File: src/rtl/gpio_mux_pkg.sv
package gpio_mux_pkg;
  typedef enum logic [1:0] {
    REG_PORT  = 2'd0,
    REG_LATCH = 2'd1,
    REG_DIR   = 2'd2,
    REG_NONE  = 2'd3
  } reg_addr_e;
endpackage

File: src/rtl/gpio_pad_sync.sv
module gpio_pad_sync #(
  parameter int W = 8
) (
  input  logic         clk_i,
  input  logic         rst_ni,
  input  logic [W-1:0] pad_i,
  output logic [W-1:0] sync_o
);
  logic [W-1:0] meta_q, sync_q;
  logic [1:0]   warm_q;

  always_ff @(posedge clk_i or negedge rst_ni) begin
    if (!rst_ni) begin
      meta_q <= '0;
      sync_q <= '0;
    end else begin
      meta_q <= pad_i;
      sync_q <= meta_q;
    end
  end

  assign sync_o = sync_q;

  // cycles since reset, for latency check only
  always_ff @(posedge clk_i or negedge rst_ni) begin
    if (!rst_ni)            warm_q <= 2'd0;
    else if (warm_q != 2'd2) warm_q <= warm_q + 2'd1;
  end

  AST_SYNC_LATENCY: assert property (@(posedge clk_i) disable iff (!rst_ni)
    (warm_q == 2'd2) |-> (sync_o == $past(pad_i, 2)));
endmodule

File: src/rtl/gpio_port_regs.sv
module gpio_port_regs
  import gpio_mux_pkg::*;
#(
  parameter int W = 8
) (
  input  logic         clk_i,
  input  logic         rst_ni,
  input  logic         wr_en_i,
  input  logic [1:0]   addr_i,
  input  logic [W-1:0] wdata_i,
  input  logic [W-1:0] pin_sync_i,
  input  logic [W-1:0] ana_mask_i,
  output logic [W-1:0] latch_o,
  output logic [W-1:0] dir_o,
  output logic [W-1:0] rdata_o
);
  reg_addr_e    sel;
  logic [W-1:0] latch_q, dir_q;

  assign sel = reg_addr_e'(addr_i);

  always_ff @(posedge clk_i or negedge rst_ni) begin
    if (!rst_ni) begin
      latch_q <= '0;
      dir_q   <= '1;
    end else if (wr_en_i) begin
      case (sel)
        REG_PORT, REG_LATCH: latch_q <= wdata_i;
        REG_DIR:             dir_q   <= wdata_i;
        default: ;
      endcase
    end
  end

  always_comb begin
    case (sel)
      REG_PORT:  rdata_o = pin_sync_i & ~ana_mask_i;
      REG_LATCH: rdata_o = latch_q;
      REG_DIR:   rdata_o = dir_q;
      default:   rdata_o = '0;
    endcase
  end

  assign latch_o = latch_q;
  assign dir_o   = dir_q;

  AST_LATCH_LOAD: assert property (@(posedge clk_i) disable iff (!rst_ni)
    (wr_en_i && (addr_i == 2'd0 || addr_i == 2'd1)) |=> (latch_o == $past(wdata_i)));
  AST_DIR_LOAD: assert property (@(posedge clk_i) disable iff (!rst_ni)
    (wr_en_i && addr_i == 2'd2) |=> (dir_o == $past(wdata_i)));
  AST_NONE_IGNORED: assert property (@(posedge clk_i) disable iff (!rst_ni)
    (wr_en_i && addr_i == 2'd3) |=> ($stable(latch_o) && $stable(dir_o)));
  AST_DIR_HOLD: assert property (@(posedge clk_i) disable iff (!rst_ni)
    !(wr_en_i && addr_i == 2'd2) |=> $stable(dir_o));
endmodule

File: src/rtl/gpio_pin_ctl.sv
module gpio_pin_ctl #(
  parameter int W  = 8,
  parameter int BW = W / 2
) (
  input  logic          clk_i,
  input  logic          rst_ni,
  input  logic [W-1:0]  latch_i,
  input  logic [W-1:0]  dir_i,
  input  logic          upper_dig_i,
  input  logic          lower_io_i,
  input  logic          pwm_map_n_i,
  input  logic          pwm_b_i,
  input  logic          pwm_c_i,
  input  logic [BW-1:0] bus_addr_i,
  output logic [W-1:0]  pad_out_o,
  output logic [W-1:0]  pad_oe_o,
  output logic [W-1:0]  ana_mask_o
);
  localparam int HALF = W / 2;

  for (genvar i = 0; i < W; i++) begin : g_pin
    localparam bit UPPER = (i >= HALF);
    logic alt_en, alt_val, bus_en, bus_val, ana_en;
    logic out_d, oe_d;

    if (i == W - 1) begin : g_pwm_b
      assign alt_en  = ~pwm_map_n_i;
      assign alt_val = pwm_b_i;
    end else if (i == W - 2) begin : g_pwm_c
      assign alt_en  = ~pwm_map_n_i;
      assign alt_val = pwm_c_i;
    end else begin : g_no_alt
      assign alt_en  = 1'b0;
      assign alt_val = 1'b0;
    end

    if (UPPER) begin : g_upper
      assign ana_en  = ~upper_dig_i;
      assign bus_en  = 1'b0;
      assign bus_val = 1'b0;
    end else begin : g_lower
      assign ana_en  = 1'b0;
      assign bus_en  = ~lower_io_i;
      assign bus_val = bus_addr_i[i];
    end

    // priority: analog, bus, pwm, register control
    always_comb begin
      if (ana_en) begin
        out_d = 1'b0;
        oe_d  = 1'b0;
      end else if (bus_en) begin
        out_d = bus_val;
        oe_d  = 1'b1;
      end else if (alt_en) begin
        out_d = alt_val;
        oe_d  = 1'b1;
      end else begin
        out_d = latch_i[i];
        oe_d  = ~dir_i[i];
      end
    end

    assign pad_out_o[i]  = out_d;
    assign pad_oe_o[i]   = oe_d;
    assign ana_mask_o[i] = ana_en;
  end

  AST_ANALOG_DRIVER_OFF: assert property (@(posedge clk_i) disable iff (!rst_ni)
    !upper_dig_i |-> (pad_oe_o[W-1:HALF] == '0));
  AST_BUS_OWNS_PIN: assert property (@(posedge clk_i) disable iff (!rst_ni)
    !lower_io_i |-> (pad_oe_o[HALF-1:0] == '1 && pad_out_o[HALF-1:0] == bus_addr_i));
  AST_PWM_ROUTE: assert property (@(posedge clk_i) disable iff (!rst_ni)
    (upper_dig_i && !pwm_map_n_i) |->
      (pad_out_o[W-1] == pwm_b_i && pad_out_o[W-2] == pwm_c_i && pad_oe_o[W-1] && pad_oe_o[W-2]));
  AST_ANALOG_OVER_PWM: assert property (@(posedge clk_i) disable iff (!rst_ni)
    (!upper_dig_i && !pwm_map_n_i) |-> (!pad_oe_o[W-1] && !pad_oe_o[W-2]));
endmodule

File: src/rtl/gpio_mux_port.sv
module gpio_mux_port #(
  parameter int W  = 8,
  parameter int BW = W / 2
) (
  input  logic          clk_i,
  input  logic          rst_ni,
  input  logic          wr_en_i,
  input  logic [1:0]    addr_i,
  input  logic [W-1:0]  wdata_i,
  output logic [W-1:0]  rdata_o,
  input  logic          upper_dig_i,
  input  logic          lower_io_i,
  input  logic          pwm_map_n_i,
  input  logic          pwm_b_i,
  input  logic          pwm_c_i,
  input  logic [BW-1:0] bus_addr_i,
  input  logic [W-1:0]  pad_in_i,
  output logic [W-1:0]  pad_out_o,
  output logic [W-1:0]  pad_oe_o,
  output logic [BW-1:0] ana_o
);
  localparam int HALF = W / 2;

  logic [W-1:0] pin_sync, latch, dir, ana_mask;

  gpio_pad_sync #(.W(W)) u_sync (
    .clk_i  (clk_i),
    .rst_ni (rst_ni),
    .pad_i  (pad_in_i),
    .sync_o (pin_sync)
  );

  gpio_port_regs #(.W(W)) u_regs (
    .clk_i      (clk_i),
    .rst_ni     (rst_ni),
    .wr_en_i    (wr_en_i),
    .addr_i     (addr_i),
    .wdata_i    (wdata_i),
    .pin_sync_i (pin_sync),
    .ana_mask_i (ana_mask),
    .latch_o    (latch),
    .dir_o      (dir),
    .rdata_o    (rdata_o)
  );

  gpio_pin_ctl #(.W(W), .BW(BW)) u_pins (
    .clk_i       (clk_i),
    .rst_ni      (rst_ni),
    .latch_i     (latch),
    .dir_i       (dir),
    .upper_dig_i (upper_dig_i),
    .lower_io_i  (lower_io_i),
    .pwm_map_n_i (pwm_map_n_i),
    .pwm_b_i     (pwm_b_i),
    .pwm_c_i     (pwm_c_i),
    .bus_addr_i  (bus_addr_i),
    .pad_out_o   (pad_out_o),
    .pad_oe_o    (pad_oe_o),
    .ana_mask_o  (ana_mask)
  );

  // raw pad level to the converter, unsynchronized
  assign ana_o = upper_dig_i ? '0 : pad_in_i[W-1:HALF];

  AST_ANALOG_READ_ZERO: assert property (@(posedge clk_i) disable iff (!rst_ni)
    (!upper_dig_i && addr_i == 2'd0) |-> (rdata_o[W-1:HALF] == '0));
endmodule

File: config.mk
export PLATFORM = sky130hd
export DESIGN_NAME = gpio_mux_port
export DESIGN_NICKNAME = d
export VERILOG_FILES = /design/src/rtl/gpio_mux_pkg.sv /design/src/rtl/gpio_pad_sync.sv /design/src/rtl/gpio_port_regs.sv /design/src/rtl/gpio_pin_ctl.sv /design/src/rtl/gpio_mux_port.sv
export SDC_FILE = /design/constraint.sdc
export NUM_CORES = 1
export LEC_CHECK = 0
export ABC_CLOCK_PERIOD_IN_PS = 800
export BUFFER_PORTS_ARGS = -buffer_cell sky130_fd_sc_hd__buf_2
export CAP_MARGIN = 10
export CORE_UTILIZATION = 44
export CTS_CLUSTER_DIAMETER = 150
export DETAILED_ROUTE_END_ITERATION = 7
export GPL_TIMING_DRIVEN = 1
export PLACE_DENSITY = 0.85
export SLEW_MARGIN = 5
export SYNTH_ARGS = -nofsm -noshare
export SYNTH_HDL_FRONTEND = slang
export SYNTH_SLANG_ARGS = --single-unit
File: constraint.sdc
create_clock -name clk_i -period 0.8 [get_ports clk_i]
set_input_delay 0.04 -clock clk_i [delete_from_list [all_inputs] [get_ports clk_i]]
set_output_delay 0.04 -clock clk_i [all_outputs]
set_load 0.1 [all_outputs]
## Word level (Yosys, flattened, before mapping)

Index checks and enable logic that the tools add are counted.

- Register bits: 32
- Output and inout bits: 28
- Logic and storage cells: 43

- Eq/ne operators: 2
- Muxes and demuxes: 22
- Bitwise logic cells: 11
- Reductions and logical operators: 4

Operators with widths:

| operator | count |
|---|---|
| $pmux 8 s3 | 1 |
| $mux 1 | 20 |
| $not 1->1 | 9 |
| $and 8x8->8 | 1 |
| $not 8->8 | 1 |
| $mux 4 | 1 |
| $reduce_and 2->1 | 2 |
| $eq 2x1->1 const B | 1 |
| $eq 2x2->1 const B | 1 |
| $logic_not 2->1 | 1 |
| $reduce_or 2->1 | 1 |

## Longest topological paths before layout

Gate-level depths: netlist of run 1.

- Depth in word-level cells: 4
- Depth in mapped cells: 4

## Modules after synthesis

Synthesis of run 1 repeated with hierarchy kept, for this count alone.

- Cell total of the unflattened synthesis: 136
- Area, all modules: 1649.1 sq um

By module, submodules not included:

| module | instances | cells an instance | area each (sq um) | sequential area each (sq um) |
|---|---|---|---|---|
| gpio_port_regs | 1 | 71 | 892.1 | 410.4 |
| gpio_pad_sync | 1 | 16 | 400.4 | 400.4 |
| gpio_pin_ctl | 1 | 45 | 331.6 | 0.0 |
| gpio_mux_port | 1 | 4 | 25.0 | 0.0 |

## Worst setup path after synthesis of run 1

OpenSTA, ideal clock, no wires.

- Path type: flip-flop to output port
- From: reg u_regs.dir_q[5], in the netlist u_regs.dir_o[5]
- To: out rdata_o[5]
- Arrival time: 2.096 ns
- Required time: 0.760 ns
- Setup slack: -1.336 ns
- Stages on the path, launching flop included: 3
- Path buffers: 0
- Path through: dfstp_2 > nand2b_1 > a22oi_1

- Word-level cells in the longest chain between the ends: 1

RTL lines:

| what | line | RTL |
|---|---|---|
| start, declared | gpio_port_regs.sv:18 | `logic [W-1:0] latch_q, dir_q;` |
| start signal, assigned | gpio_port_regs.sv:29 | `REG_DIR: dir_q <= wdata_i;` |
| $pmux 8 s3 | gpio_port_regs.sv:36 | `case (sel)` |
| end, declared | gpio_mux_port.sv:10 | `output logic [W-1:0] rdata_o,` |

No other way between the ends.

## Worst setup path after layout of run 1

Same ends and word-level chain as after synthesis.

==> results.sh, run 1 <==
export IMPL_tightest_slew_ns=0.258
export IMPL_htreeDepth=2
export IMPL_numPortBuffers=57
export IMPL_yosys_top_cells_area="dfrtp_1 39%, mux2_2 15%, dfstp_2 14%"
export IMPL_clock_path_buffers=2
export IMPL_cts_buffers=5
export IMPL_row_count=21
export IMPL_yosysTopAreaCell="dfrtp_1"
export IMPL_grt_max_degree=33
export IMPL_antenna_found_initial=0
export IMPL_gp_congestion=0.714
export IMPL_status="complete, but fails checks"
export IMPL_fin_ws_ns=-0.687
export IMPL_wl_mm=5.37
export IMPL_track_usage=0.273
export IMPL_final_nets=231
export IMPL_yosysUniqueCellTypes=21
export IMPL_holdWs_ns=0.171
export IMPL_finalPower_mw=6.46
export IMPL_grt_remaining_overflow=0
export IMPL_setup_violations_final=34
export IMPL_initial_core_util=0.461
export IMPL_drt_iter0_drc=38
export IMPL_synth_seq_area_share=0.523
export IMPL_finalHoldViolCount=0
export IMPL_wire_per_inst_um=21.7
export IMPL_fin_skew_ns=0.00957
export IMPL_clk_insertion_delay_late_ns=0.35
export IMPL_cp_required_ns=0.76
export IMPL_violations="setup timing"
export IMPL_grt_pass1_vias=1356
export IMPL_dr_pass1_iters=4
export IMPL_critPathCaptureType="output port"
export IMPL_cts_clk_slew_worst_paths_ns=0.11
export IMPL_slew_headroom=0.824
export IMPL_die_w_um=61.4
export IMPL_vdd_ir_drop_max_mv=1.54
export IMPL_r2r_end="u_regs.latch_o[1]"
export IMPL_power_density_nw_per_um2=2200
export IMPL_post_place_ws_ns=-0.219
export IMPL_p_leak_nw=1.37
export IMPL_antenna_cells=0
export IMPL_start_kind="flip-flop"
export IMPL_critPathMaxFanout=2
export IMPL_hpwl_mm=2.75
export IMPL_drive_gt1_frac=0.728
export IMPL_synth_top_area_frac=0.387
export IMPL_worstPathArrival_ns=1.45
export IMPL_clock_fmax_mhz=673
export IMPL_hold_class="in -> async"
export IMPL_ant_nets=0
export IMPL_die_area_um2=3760
export IMPL_dp_cells=215
export IMPL_core_area_um2=3360
export IMPL_regToRegSetupSlack_ns=-0.25
export IMPL_area_growth_pct=89.1
export IMPL_fin_crit_ns=1.49
export IMPL_syn_area_per_cell_um2=12.9
export IMPL_slew_viol_final=0
export IMPL_reg2reg_from="u_regs.latch_o[1]"
export IMPL_cts_tree="built"
export IMPL_io_pins=58
export IMPL_rsz0062_at_grt="true"
export IMPL_synth_seq_cells=32
export IMPL_cap_violations=0
export IMPL_path_class="reg -> out"
export IMPL_synth_fp_nets=150
export IMPL_synth_area_um2=1550
export IMPL_clock_tree_root_cell="clkbuf_4"
export IMPL_synthCells=120
export IMPL_min_period_over_period=1.86
export IMPL_clkSinkCount=32
export IMPL_drc=0
export IMPL_dieHeight_um=61.4
export IMPL_vias=1275
export IMPL_final_cells=248
export IMPL_grt_pass1_wl_mm=6.84
export IMPL_via_per_inst=5.14
export IMPL_crit_start="u_regs.dir_o[5]"
export IMPL_r2r_cells=3
export IMPL_setup_tns_ns=-12.48
export IMPL_yosys_warnings=0
## per-stage QoR
stage | cell area, um^2 | util
4_1_cts | 2820 | 0.838
6_report | 2930 | 0.872
2_1_floorplan | 1910 | -
3_3_place_gp | 2390 | 0.712
3_5_place_dp | 2390 | 0.712
5_1_grt | 2930 | 0.872
## layer usage
metal,vias to the layer above,track usage,share of wire
li1,558,-,-
met1,648,0.307,0.39
met2,54,0.484,0.52
met3,15,0.0609,0.050
met4,0,0.143,0.034
met5,-,0,0
## power breakdown
group | total [mW] | internal, mW | switching, mW
Clock | 1.42 | 0.829 | 0.586
Combinational | 2.99 | 1.27 | 1.72
Sequential | 2.05 | 1.86 | 0.194
## final cells by class
class | instances | area [um^2]
well taps | 46 | 57.6
flip-flops and latches | 32 | 811
repair buffers | 97 | 1100
clock inverters | 1 | 30.0
fillers | 155 | 432
clock buffers | 7 | 65.1
multi-input cells | 65 | 863
## Yosys cell counts
| cell type | instances |
|---|---|
| nand2b_1 | 1 |
| clkbuf_1 | 1 |
| and2_1 | 2 |
| a22oi_1 | 1 |
| nand2_1 | 4 |
| dfrtp_1 | 24 |
| dfstp_2 | 8 |
| nand3b_1 | 7 |
| buf_4 | 18 |
| nor2b_1 | 9 |
| a21boi_0 | 2 |
| o2bb2ai_1 | 4 |
| nand3b_4 | 1 |
| buf_6 | 2 |
| nor2b_2 | 1 |
| mux2i_1 | 6 |
| nand4bb_1 | 3 |
| a21oi_1 | 1 |
| buf_2 | 2 |
| nand3_1 | 3 |
| mux2_2 | 20 |
## logic make-up after synthesis
logic type / share of synthesized area
buf+inv: 0.111
flops: 0.523
simple gates: 0.142
mux: 0.184
compound gates: 0.0403
## sequential cells by signal, indices dropped and copies added (netlist names)
name and cells:
u_regs.latch_o 8, u_sync.meta_q 8, u_regs.dir_o 8, u_sync.sync_o 8
## timing repair
item,CTS,global route
buffers inserted,4,4
endpoints found under the hold margin,56,0
hold buffers,17,0
gates resized for setup,37,21
endpoints found under the setup margin,31,42
pin swaps,2,1
## cells in the final DEF (no fill, tap or decap), drive strengths merged, types with 2 or more instances in the layout
cell / count
nand3: 3
mux2i: 6
clkbuf: 7
o2bb2ai: 4
nor2b: 10
and2: 2
mux2: 20
nand4bb: 3
nand2: 4
buf: 80
dlygate4sd3: 17
a21boi: 2
dfrtp: 24
nand3b: 8
dfstp: 8
## worst max path at each step
stage                 end  cells past startpoint  slack, ns
3_5_place_dp   rdata_o[5]                      3      -0.22
2_1_floorplan  rdata_o[5]                      2      -0.72
3_3_place_gp   rdata_o[5]                      3      -0.21
4_1_cts        rdata_o[5]                      3      -0.61
5_1_grt        rdata_o[5]                      3      -0.71
6_report       rdata_o[5]                      3      -0.69
## worst max-delay path, stage by stage, from the launching register on
cell and delay, ns:
dfstp_2 0.56, nand2b_1 0.08, a22oi_2 0.26, buf_12 0.21
No activity file was read; power rests on OpenSTA's default activity.
==> inputs of run 2 (changes only) <==
Settings changed: PLACE_DENSITY 0.85 to 0.86.
==> results.sh, run 2 (synthesized netlist as in run 1, its figures left out) <==
export IMPL_initial_core_util=0.461
export IMPL_ant_nets=0
export IMPL_clock_tree_root_cell="clkbuf_4"
export IMPL_min_path_cells=3
export IMPL_area_growth_pct=85.8
export IMPL_vdd_ir_drop_max_mv=1.50
export IMPL_hpwl_mm=2.55
export IMPL_met3WireLength_um=143
export IMPL_vias=1216
export IMPL_clock_fmax_mhz=721
export IMPL_final_util=0.856
export IMPL_cts_tree="built"
export IMPL_via_per_inst=4.94
export IMPL_wl_mm=4.19
export IMPL_start_kind="flip-flop"
export IMPL_die_area_um2=3760
export IMPL_antenna_cells=0
export IMPL_p_leak_nw=1.33
export IMPL_mostFrequentLayoutCells="29 x buf_2, 28 x buf_12, 23 x dfrtp_1, 17 x mux2_4, 17 x dlygate4sd3_1"
export IMPL_clock_path_buffers=2
export IMPL_power_density_nw_per_um2=2060
export IMPL_final_nets=229
export IMPL_grt_max_degree=33
export IMPL_fin_skew_ns=0.0152
export IMPL_fin_ws_ns=-0.588
export IMPL_cp_required_ns=0.76
export IMPL_drt_iter0_drc=25
export IMPL_antenna_found_initial=0
export IMPL_grt_pass1_wl_mm=6.28
export IMPL_row_count=21
export IMPL_r2r_cells=3
export IMPL_top_layer="met4"
export IMPL_drc=0
export IMPL_violations="setup timing"
export IMPL_setup_violations_final=32
export IMPL_worstPathArrival_ns=1.35
export IMPL_final_common_cell="buf_2"
export IMPL_critPathCaptureType="output port"
export IMPL_fin_crit_ns=1.39
export IMPL_dieHeight_um=61.4
export IMPL_clkSinkCount=32
export IMPL_dr_pass1_iters=4
export IMPL_clk_insertion_delay_late_ns=0.33
export IMPL_finalHoldViolCount=0
export IMPL_grt_remaining_overflow=0
export IMPL_core_area_um2=3360
export IMPL_cts_buffers=5
export IMPL_critPathMaxFanout=2
export IMPL_fillers=151
export IMPL_htreeDepth=2
export IMPL_die_w_um=61.4
export IMPL_status="complete, but fails checks"
export IMPL_min_period_over_period=1.73
export IMPL_hold_class="in -> reg"
export IMPL_slew_headroom=0.820
export IMPL_wire_per_inst_um=17.0
export IMPL_track_usage=0.244
export IMPL_io_pins=58
export IMPL_post_place_ws_ns=-0.232
export IMPL_numPortBuffers=57
export IMPL_drive_gt1_frac=0.720
export IMPL_cap_violations=0
export IMPL_slew_viol_final=0
export IMPL_cts_clk_slew_worst_paths_ns=0.10
export IMPL_tightest_slew_ns=0.270
export IMPL_grt_pass1_vias=1331
export IMPL_path_class="reg -> out"
export IMPL_gp_congestion=0.699
export IMPL_rsz0062_at_grt="true"
export IMPL_wl_met2_mm=2.31
export IMPL_wl_met1_mm=1.61
[run 2: worst paths after layout]
path                                       start               end  slack, ns
worst max-delay path             u_regs.dir_o[5]        rdata_o[5]      -0.59
worst max register to register   u_regs.dir_o[7]   u_regs.dir_o[7]      -0.15
worst min register to register  u_sync.meta_q[3]  u_sync.sync_o[3]       0.36
max in group asynchronous                 rst_ni   u_regs.dir_o[0]       0.30
min in group asynchronous                 rst_ni  u_sync.sync_o[6]       0.24
worst min-delay path                     wr_en_i   u_regs.dir_o[2]       0.21
[run 2: power by group]
part	internal, mW	switching (mW)
registers	1.86	0.171
logic	1.26	1.67
clock network	0.430	0.550
total	3.55	2.39
[run 2: repair_timing]
item	4_1_cts	5_1_grt
setup buffers	5	5
pin swaps	4	3
hold endpoints to repair	56	0
endpoints found under the setup margin	29	38
resized for setup	39	17
hold buffers	17	0
[run 2: final cells by class]
class                      count  area [um^2]  share of cell area
tap                           46         57.6              0.0200
timing repair buffer          95         1080               0.376
clock inverter                 1         7.51             0.00261
sequential                    32          812               0.282
multi-input combinational     65          866               0.301
clock buffer                   7         55.1              0.0191
[run 2: worst max-delay path: stages, from the launching register on]
cell and delay, ns:
dfstp_2 0.54, nand2b_1 0.07, a22oi_2 0.21, buf_12 0.21
[run 2: stage by stage]
step                      instances  hold WS (ns)  area [um^2]  power, mW  setup TNS [ns]
after floorplan                 120        -0.256         1910       4.01           -2.21
after global placement          213       0.00124         2380       4.42           -4.22
after detailed placement        213       0.00393         2380       4.48           -4.72
after CTS                       243         0.189         2790       5.78          -10.96
after global routing            246         0.210         2880       6.17          -12.77
final                           246         0.215         2880       5.94          -11.31
[run 2: metal layers]
layer | GRT usage | vias up
li1 | - | 563
met3 | 0.0504 | 11
met5 | 0 | -
met4 | 0.121 | 0
met2 | 0.438 | 39
met1 | 0.277 | 603
==> inputs of run 3 (changes only) <==
Settings changed: PLACE_DENSITY 0.86 to 0.85, SYNTH_HIERARCHICAL set to 1.
==> results.sh, run 3 <==
export IMPL_htreeDepth=2
export IMPL_fin_skew_ns=0.00367
export IMPL_critPathBufInv=1
export IMPL_final_cells=263
export IMPL_numPortBuffers=57
export IMPL_p_comb_frac=0.475
export IMPL_p_seq_frac=0.311
export IMPL_mostFrequentLayoutCells="29 x buf_12, 28 x buf_2, 24 x dfrtp_1, 16 x buf_6, 15 x dlygate4sd3_1"
export IMPL_gp_congestion=0.715
export IMPL_violations="setup timing"
export IMPL_synth_top_area_frac=0.364
export IMPL_yosysUniqueCellTypes=24
export IMPL_slew_viol_final=0
export IMPL_synth_edff_count=0
export IMPL_status="complete, but fails checks"
export IMPL_post_place_ws_ns=-0.415
export IMPL_synthArstFlopShare=1.00
export IMPL_yosys_top_cells_area="dfrtp_1 36%, dfstp_2 13%, buf_4 11%"
export IMPL_cap_violations=0
export IMPL_p_leak_nw=1.36
export IMPL_critical_path_max_stage_delay_ns=0.48
export IMPL_dieHeight_um=63.2
export IMPL_drc=0
export IMPL_drive_gt1_frac=0.654
export IMPL_cts_tree="built"
export IMPL_syn_area_per_cell_um2=12.1
export IMPL_yosysTopAreaCell="dfrtp_1"
export IMPL_grt_remaining_overflow=0
export IMPL_initial_core_util=0.475
export IMPL_clock_tree_root_cell="clkbuf_8"
export IMPL_critPathCaptureType="output port"
export IMPL_hpwl_mm=2.71
export IMPL_p_sw_mw=2.47
export IMPL_path_cells="or4b_1 > o211ai_1 > buf_12"
export IMPL_io_pins=58
export IMPL_setup_violations_final=36
export IMPL_ant_nets=0
export IMPL_grt_pass1_vias=1364
export IMPL_endpoint="rdata_o[3]"
export IMPL_final_nets=246
export IMPL_die_w_um=63.2
export IMPL_synth_seq_area_share=0.492
export IMPL_r2r_cells=4
export IMPL_path_delay_family="simple AND/OR/NAND/NOR gates"
export IMPL_wl_mm=4.60
export IMPL_finalHoldViolCount=0
export IMPL_min_period_over_period=1.91
export IMPL_finalPower_mw=6.43
export IMPL_cts_clk_slew_worst_paths_ns=0.07
export IMPL_swShare=0.384
export IMPL_vdd_ir_drop_max_mv=1.91
export IMPL_grt_max_degree=18
export IMPL_vias=1303
export IMPL_ys_top_cells_by_count="24 x buf_4, 24 x dfrtp_1, 16 x mux2_2"
export IMPL_antenna_cells=0
export IMPL_power_density_nw_per_um2=2210
export IMPL_worstPathArrival_ns=1.48
export IMPL_dp_cells=233
export IMPL_synthCells=136
export IMPL_register_area_um2=811
export IMPL_synth_seq_cells=32
export IMPL_path_class="reg -> out"
export IMPL_antenna_found_initial=0
export IMPL_critPathMaxFanout=1
export IMPL_cp_required_ns=0.76
export IMPL_drt_iter0_drc=41
export IMPL_core_area_um2=3470
export IMPL_ys_flop_type="dfrtp_1"
export IMPL_clock_fmax_mhz=656
export IMPL_power_frac_clock=0.214
export IMPL_synth_area_um2=1650
export IMPL_rsz0062_at_grt="true"
export IMPL_reg2reg_from="u_regs/dir_o[7]"
export IMPL_cp_slowest_cell="or4b_1"
export IMPL_via_per_inst=4.95
export IMPL_regToRegSetupSlack_ns=-0.22
export IMPL_hold_class="in -> reg"
export IMPL_dr_pass1_iters=4
export IMPL_setup_tns_ns=-12.42
export IMPL_crit_start="u_sync/sync_o[3]"
export IMPL_die_area_um2=4000
export IMPL_area_growth_pct=76.2
export IMPL_final_common_cell="buf_12"
export IMPL_cts_buffers=5
export IMPL_p_int_mw=3.96
export IMPL_wire_per_inst_um=17.5
export IMPL_final_util=0.838
export IMPL_fin_crit_ns=1.52
export IMPL_r2r_end="u_regs/dir_o[7]"
export IMPL_clkSinkCount=32
export IMPL_clk_insertion_delay_late_ns=0.29
export IMPL_multi_input_area_um2=787
export IMPL_cp_depth=3
export IMPL_start_kind="flip-flop"
export IMPL_clock_path_buffers=2
export IMPL_row_count=21
export IMPL_track_usage=0.238
export IMPL_fin_ws_ns=-0.724
export IMPL_fillers=173
export IMPL_yosys_warnings=6
export IMPL_grt_pass1_wl_mm=6.92
run 3: changes by cell type in the layout (fill, tap and decap cells not counted), moves of 5 or more:
cell,change
nand2_1,+7
o211ai_1,+6
clkbuf_4,-5
clkbuf_8,+6
buf_6,+7
or4b_1,+5
run 3: cell type report:
class	count	share of cell area
Timing Repair Buffer	100	0.394
Clock buffer	8	0.0345
Tap cell	46	0.0198
Inverter	1	0.00129
Sequential cell	32	0.279
Multi-Input combinational cell	76	0.271
run 3: worst min-delay path by stage:
stage | to | slack (ns) | cells after the start | from
final | u_regs/dir_o[6] | 0.008 | 2 | wdata_i[6]
after global routing | u_regs/dir_o[6] | 0.008 | 2 | wdata_i[6]
after CTS | u_regs/latch_o[6] | 0.002 | 2 | wdata_i[6]
after detailed placement | u_regs/latch_o[5] | -0.009 | 1 | rst_ni
after global placement | u_regs/latch_o[5] | -0.02 | 1 | rst_ni
after floorplan | u_regs/latch_o[0] | -0.26 | 0 | rst_ni
run 3: kinds of logic after synthesis:
| group | count (synthesis) | share of synthesized area |
|---|---|---|
| and+or+nand+nor | 39 | 0.159 |
| buffers and inverters | 31 | 0.141 |
| AOI/OAI and AO/OA | 11 | 0.0486 |
| DFF | 32 | 0.492 |
| other | 1 | 0.00227 |
| muxes | 22 | 0.158 |
run 3: layer usage:
layer	vias up	GRT usage	wire (um)
met2	53	0.409	2520
met4	0	0.111	93
met3	7	0.0670	211
met5	-	0	0
met1	639	0.272	1780
li1	604	-	-
run 3: power groups by stage:
stage,Combinational [mW],Sequential [mW],Clock (mW)
2_1_floorplan,1.85,1.96,0
3_3_place_gp,2.37,1.98,0
3_5_place_dp,2.41,1.99,0
4_1_cts,2.86,1.99,1.40
5_1_grt,3.15,2.02,1.50
6_report,3.06,2.00,1.38
run 3: what timing repair did:
item	4_1_cts	5_1_grt
hold buffers	16	0
gates resized for setup	68	21
buffers inserted	1	10
pin swaps	7	1
endpoints found under the hold margin	52	0
endpoints found under the setup margin	40	38
run 3: metrics by stage:
step | area, um^2 | hold slack (ns)
final | 2910 | 0.00824
after global routing | 2910 | 0.00807
after CTS | 2810 | 0.00190
after detailed placement | 2290 | -0.00855
after global placement | 2290 | -0.0238
after floorplan | 1790 | -0.256
